File: src/rtl/pdet_pkg.sv
package pdet_pkg;
  typedef enum logic [1:0] {
    ST_EMPTY = 2'd0,
    ST_ONE   = 2'd1,
    ST_TWO   = 2'd2,
    ST_THREE = 2'd3
  } pdet_state_e;
endpackage

File: src/rtl/pdet_pos_counter.sv
module pdet_pos_counter #(
  parameter int BLOCK_BITS = 256,
  localparam int POS_W = $clog2(BLOCK_BITS)
) (
  input  logic             clk,
  input  logic             rst,
  input  logic             step,
  output logic [POS_W-1:0] pos,
  output logic             wrap
);
  localparam logic [POS_W-1:0] LAST_POS = POS_W'(BLOCK_BITS - 1);

  logic [POS_W-1:0] pos_q;

  assign wrap = step && (pos_q == LAST_POS);
  assign pos  = pos_q;

  always_ff @(posedge clk) begin
    if (rst) begin
      pos_q <= '0;
    end else if (step) begin
      if (wrap) pos_q <= '0;
      else      pos_q <= pos_q + POS_W'(1);
    end
  end
endmodule

File: src/rtl/pdet_recognizer.sv
module pdet_recognizer
  import pdet_pkg::*;
(
  input  logic        clk,
  input  logic        rst,
  input  logic        step,
  input  logic        bit_i,
  input  logic        clear,
  output logic        found,
  output logic [1:0]  state_o
);
  pdet_state_e st_q, st_d;

  always_comb begin
    unique case (st_q)
      ST_EMPTY: st_d = bit_i ? ST_ONE   : ST_EMPTY;
      ST_ONE:   st_d = bit_i ? ST_TWO   : ST_EMPTY;
      ST_TWO:   st_d = bit_i ? ST_TWO   : ST_THREE;
      ST_THREE: st_d = bit_i ? ST_ONE   : ST_EMPTY;
      default:  st_d = ST_EMPTY;
    endcase
  end

  assign found   = step && bit_i && (st_q == ST_THREE);
  assign state_o = st_q;

  always_ff @(posedge clk) begin
    if (rst)        st_q <= ST_EMPTY;
    else if (step) begin
      if (clear)    st_q <= ST_EMPTY;
      else          st_q <= st_d;
    end
  end
endmodule

File: src/rtl/pdet_block_matcher.sv
module pdet_block_matcher #(
  parameter int BLOCK_BITS = 256
) (
  input  logic clk,
  input  logic rst,
  input  logic in_valid,
  input  logic in_bit,
  output logic hit,
  output logic block_last
);
  localparam int POS_W = $clog2(BLOCK_BITS);

  logic [POS_W-1:0] pos_q;
  logic [1:0]       st_q;
  logic             wrap;

  pdet_pos_counter #(.BLOCK_BITS(BLOCK_BITS)) u_pos (
    .clk  (clk),
    .rst  (rst),
    .step (in_valid),
    .pos  (pos_q),
    .wrap (wrap)
  );

  pdet_recognizer u_rec (
    .clk     (clk),
    .rst     (rst),
    .step    (in_valid),
    .bit_i   (in_bit),
    .clear   (wrap),
    .found   (hit),
    .state_o (st_q)
  );

  assign block_last = wrap;
endmodule

File: config.mk
export PLATFORM = sky130hd
export DESIGN_NAME = pdet_block_matcher
export DESIGN_NICKNAME = d
export VERILOG_FILES = /design/src/rtl/pdet_pkg.sv /design/src/rtl/pdet_pos_counter.sv /design/src/rtl/pdet_recognizer.sv /design/src/rtl/pdet_block_matcher.sv
export SDC_FILE = /design/constraint.sdc
export NUM_CORES = 1
export LEC_CHECK = 0
export ABC_CLOCK_PERIOD_IN_PS = 2000
export BUFFER_PORTS_ARGS = -buffer_cell sky130_fd_sc_hd__clkbuf_2
export CAP_MARGIN = 20
export CORE_AREA = 2 2 39 41
export CTS_BUF_LIST = sky130_fd_sc_hd__clkbuf_16
export CTS_CLUSTER_DIAMETER = 50
export DETAILED_ROUTE_END_ITERATION = 12
export DIE_AREA = 0 0 41 43
export SLEW_MARGIN = 15
export SYNTH_ARGS = -nofsm -noshare
export SYNTH_HDL_FRONTEND = slang
export SYNTH_SLANG_ARGS = --single-unit
File: constraint.sdc
create_clock -name clk -period 2 [get_ports clk]
set_input_delay 0.1 -clock clk [delete_from_list [all_inputs] [get_ports clk]]
set_output_delay 0.1 -clock clk [all_outputs]
set_load 0.005 [all_outputs]
* Word level (Yosys, flattened, before mapping)
Index checks and enable logic that the tools add are counted.
** Word-level totals
- Flip-flop bits (word level) :: 10
- Input bits :: 4
- Output and inout port bits :: 2
- Word-level logic and storage cells :: 18
** Cells by class
- Add/subtract/negate cells :: 1
- Equal/unequal tests :: 4
- Multiplexer cells :: 6
- Reductions and logical operators :: 5
** Operators by type and width (count)
- 8-bit by 1-bit adder with 8-bit output (second input constant) :: 1
- 8-bit equality test (second input constant) :: 1
- 8-bit 2-to-1 mux :: 1
- 2-bit one-hot mux with 3 select lines :: 1
- 2-bit equality test (second input constant) :: 2
- 2-bit 2-to-1 mux :: 2
- 1-bit logical AND :: 3
- 2-bit by 1-bit equality test with 1-bit output (second input constant) :: 1
- 2-bit zero test :: 1
- 1-bit 2-to-1 mux :: 2
- 2-bit OR reduction :: 1

* Logic depth before layout (Yosys ltp)
- Word-level depth :: 4
- Gate-level depth with buffers :: 4
- Depth with buffers taken out :: 4

* Cells and area by module
A second synthesis with hierarchy kept.
** Second synthesis, totals
- Cell total of the unflattened synthesis :: 54
- Area, all modules :: 533.0 um^2
** Modules (own cells, without submodules)
- pdet_pos_counter :: times used 1, cells an instance 41, area an instance 394.1 um^2, sequential area each 160.2 um^2
- pdet_recognizer :: times used 1, cells an instance 13, area an instance 138.9 um^2, sequential area each 40.0 um^2

* Worst setup path before layout
OpenSTA, ideal clock, no wires.
- Kind :: register to register
- From :: reg u_pos.pos_q[0], in the netlist u_pos.pos[0]
- To :: reg u_pos.pos_q[6], in the netlist u_pos.pos[6]
- Library setup time :: 0.071 ns
- Arrival time :: 1.202 ns
- Data required time :: 1.929 ns
- Slack :: 0.727 ns
- Cell stages (with the launch flop) :: 5
- Path buffers :: 0
- Period minus slack after synthesis :: 1.273 ns
- Cells stage by stage :: dfxtp_1 ha_1 nand4_2 or3_1 a21oi_1
** On the way
- Cells in the longest elaborated chain, start to end :: 3
- Elaborated cells between the ends (all ways) :: 4
- Classes of those cells :: add/sub: 1; eq/ne: 1; mux: 1; reduce/logical: 1
** Ends and longest elaborated chain
- start: declaration :: RTL line pdet_pos_counter.sv:13 : logic [POS_W-1:0] pos_q;
- start signal: assignment :: RTL line pdet_pos_counter.sv:23 : else pos_q <= pos_q + POS_W'(1);
- branches (longest 2 deep; another with 8-bit by 1-bit adder with 8-bit output)
- 8-bit 2-to-1 mux (*) :: RTL line pdet_pos_counter.sv:22 : if (wrap) pos_q <= '0;
Every way passes the cells marked *.
A chain may end at the register's enable or synchronous reset.

* Final worst setup path
- From :: reg u_pos.pos_q[0], in the netlist u_pos.pos[0]
- To :: out block_last
** On the way
- Cells in the longest elaborated chain, start to end :: 2
** Ends and longest elaborated chain
- 8-bit equality test :: RTL line pdet_pos_counter.sv:15 : assign wrap = step && (pos_q == LAST_POS);
- 1-bit logical AND :: RTL line pdet_pos_counter.sv:15
- end: declaration :: RTL line pdet_block_matcher.sv:9 : output logic block_last
Every way passes these cells.

==> flow_metrics.py <==
metrics = {
    "job": {
        "cap_violations": 0,
    },
    "sta": {
        "final_max_slew_viol_count": 0,
        "max_freq_mhz": 599.4,
        "worst-slew-pin-transition_ns": 0.3706,
        "fin_crit_sh": 0.8342,
        "hold_viol": 0,
        "setup_tns_ns": 0,
        "relSlewSlack": 0.7511,
        "report.final.setup_viol": 0,
        "clock_skew_ns": 0.0004764,
        "post-route-min-period_ns": 1.668,
        "rsz0062_at_grt": "no",
        "setup_ws_ns": 0.3316,
    },
    "clock_tree": {
        "numCtsBuffers": 3,
        "clkTransAtPathRegs_ns": 0.04,
        "cts_root_buf": "clkbuf_16",
        "numClockSinks": 10,
        "clockBufferDepth": 2,
        "cts_max_level": 1,
        "ctsResizeCount": 0,
        "cts_setup_buffers": 0,
        "clk_latency_ns": 0.23,
        "tritoncts": "yes",
        "hold_buffers": 0,
    },
    "die": {
        "die_w_um": 41,
        "coreArea_um2": 1384,
        "rows": 14,
        "ios": 6,
        "die-area_um2": 1763,
        "die_h_um": 43,
        "initial_core_util": 0.3825,
    },
    "critical_path": {
        "crit_required_ns": 1.90,
        "worstSetupEndpointType": "primary output",
        "cp_max_fo": 6,
        "start_kind": "flop",
        "path_class": "reg -> out",
        "cp.arrival_ns": 1.57,
    },
    "grt": {
        "grt.total_usage": 0.1294,
        "grt_overflow": 0,
        "grt_pass1_wl_um": 1483,
        "antenna_found_initial": 0,
        "first_global_vias": 386,
        "grt_start_max_net_pins": 13,
    },
    "synthesis": {
        "ys.flop_type": "dfxtp_1",
        "yosysWarnings": 0,
        "syn_area_um2": 529.3,
        "ys_ff_latch": 10,
        "synthArstFlopShare": 0,
        "synth_edf_count": 0,
        "synthCells": 58,
        "avgSynthCellArea_um2": 9.125,
        "synth_cell_type_count": 26,
        "synth_nets": 66,
        "ys_seq_area_frac": 0.3783,
    },
    "layout": {
        "fin_cells": 80,
        "drive_gt1_frac": 0.1719,
        "area_growth_pct": 20.57,
        "diodes": 0,
        "final_common_cell": "dfxtp_1",
        "layout.nets": 74,
        "fillers": 134,
        "most-common-layout-cells": "10 x dfxtp_1, 5 x clkbuf_2, 4 x nand2_1, 4 x nand2b_1, 4 x ha_1",
    },
    "drt": {
        "wl_um": 907,
        "firstDrtPassIters": 4,
        "detail-route-antenna-nets": 0,
        "via_per_inst": 5.150,
        "dr_total_vias": 412,
        "post_drt_wl_per_cell_um": 11.34,
        "drtIter0Drc": 6,
        "drc": 0,
    },
    "place": {
        "pre_cts_ws_ns": 0.5623,
        "numPortBuffers": 5,
        "gp_congestion": 0.7328,
        "dp.cells": 77,
        "dp_hpwl_um": 663.9,
    },
    "worst_hold_path": {
        "hold_class": "in -> reg",
    },
    "power_and_ir_drop": {
        "p_leak_nw": 0.2520,
        "vdd_drop_max_uv": 534.6,
        "powerDensity_nw_per_um2": 931.0,
    },
    "status": {
        "outcome": "finished, final reports clean",
    },
}
## power by group
group / total [W] / leakage (nW) / switching [W] / internal [W]
Sequential: 0.000217 / 0.0813 / 0.00000878 / 0.000208
Clock: 0.000345 / 0.0370 / 0.0000860 / 0.000259
Combinational: 0.0000326 / 0.134 / 0.0000168 / 0.0000158
## Yosys cell counts, types with 2 or more instances
cell      count  area, um2
nand2_1       4      15.01
or3_1         2      12.51
nand2b_1      4      25.02
nor3_1        3      15.01
o21ai_0       2      10.01
dfxtp_1      10      200.2
inv_1         3      11.26
ha_1          4      50.05
nor2_1        3      11.26
mux2i_1       3      30.03
o32ai_1       2      17.52
xor2_1        3      26.28
nand3_1       2      10.01
## routing by layer
metal | GRT usage | up-vias | share of wire
met4 | 0.1200 | 0 | 0.023
li1 | - | 222 | -
met3 | 0.01571 | 2 | 0.025
met5 | 0 | - | 0
met1 | 0.1579 | 181 | 0.51
met2 | 0.1844 | 7 | 0.43
## per-stage QoR
stage          area [um2]  hold slack, ns  utilization  total power [W]
3_5_place_dp        563.0          0.4424       0.4069        0.0002536
3_3_place_gp        563.0          0.4415       0.4069        0.0002527
4_1_cts             638.1          0.1949       0.4611        0.0006056
6_report            638.1          0.1918       0.4611        0.0005941
5_1_grt             638.1          0.2349       0.4611        0.0006212
2_1_floorplan       529.3          0.2961            -        0.0002445
## state kept, by name, summed over array words and instances (netlist names)
signal	flops
u_pos.pos	8
u_rec.state_o	2
## final timing paths
kind | start | end | slack (ns) | cells past startpoint
setup / recovery | u_pos.pos[0]$_SDFFE_PP0P_ | block_last | 0.33 | 4
hold / removal | rst | u_pos.pos[6]$_SDFFE_PP0P_ | 0.19 | 2
setup reg to reg | u_pos.pos[0]$_SDFFE_PP0P_ | u_rec.state_o[0]$_SDFFE_PP0P_ | 0.55 | 4
hold reg to reg | u_pos.pos[6]$_SDFFE_PP0P_ | u_pos.pos[6]$_SDFFE_PP0P_ | 0.49 | 2
## layout make-up
class / instances / area [um2] / area share
clock buffers: 3 / 75.07 / 0.1176
inverters: 3 / 11.26 / 0.01765
multi-input cells: 43 / 306.5 / 0.4804
flip-flops and latches: 10 / 200.2 / 0.3137
well taps: 16 / 20.02 / 0.03137
repair buffers: 5 / 25.02 / 0.03922
## cell families (layout without fill, tap and decap cells)
family	count (synthesis)	after routing	synth area share
DFF	10	10	0.3782
AOI/OAI and AO/OA	9	9	0.1135
buffers and inverters	5	11	0.04255
and+or+nand+nor	24	24	0.2648
muxes	3	3	0.05674
adders and majority gates	4	4	0.09457
xor gates and xnor gates	3	3	0.04965
## worst max-delay path, stage by stage, from the launching register on
cell and delay, ns:
dfxtp_1 0.40, ha_1 0.21, nand4_2 0.18, nor3_1 0.36, clkbuf_2 0.18
Power figures use the tool's default switching activity.
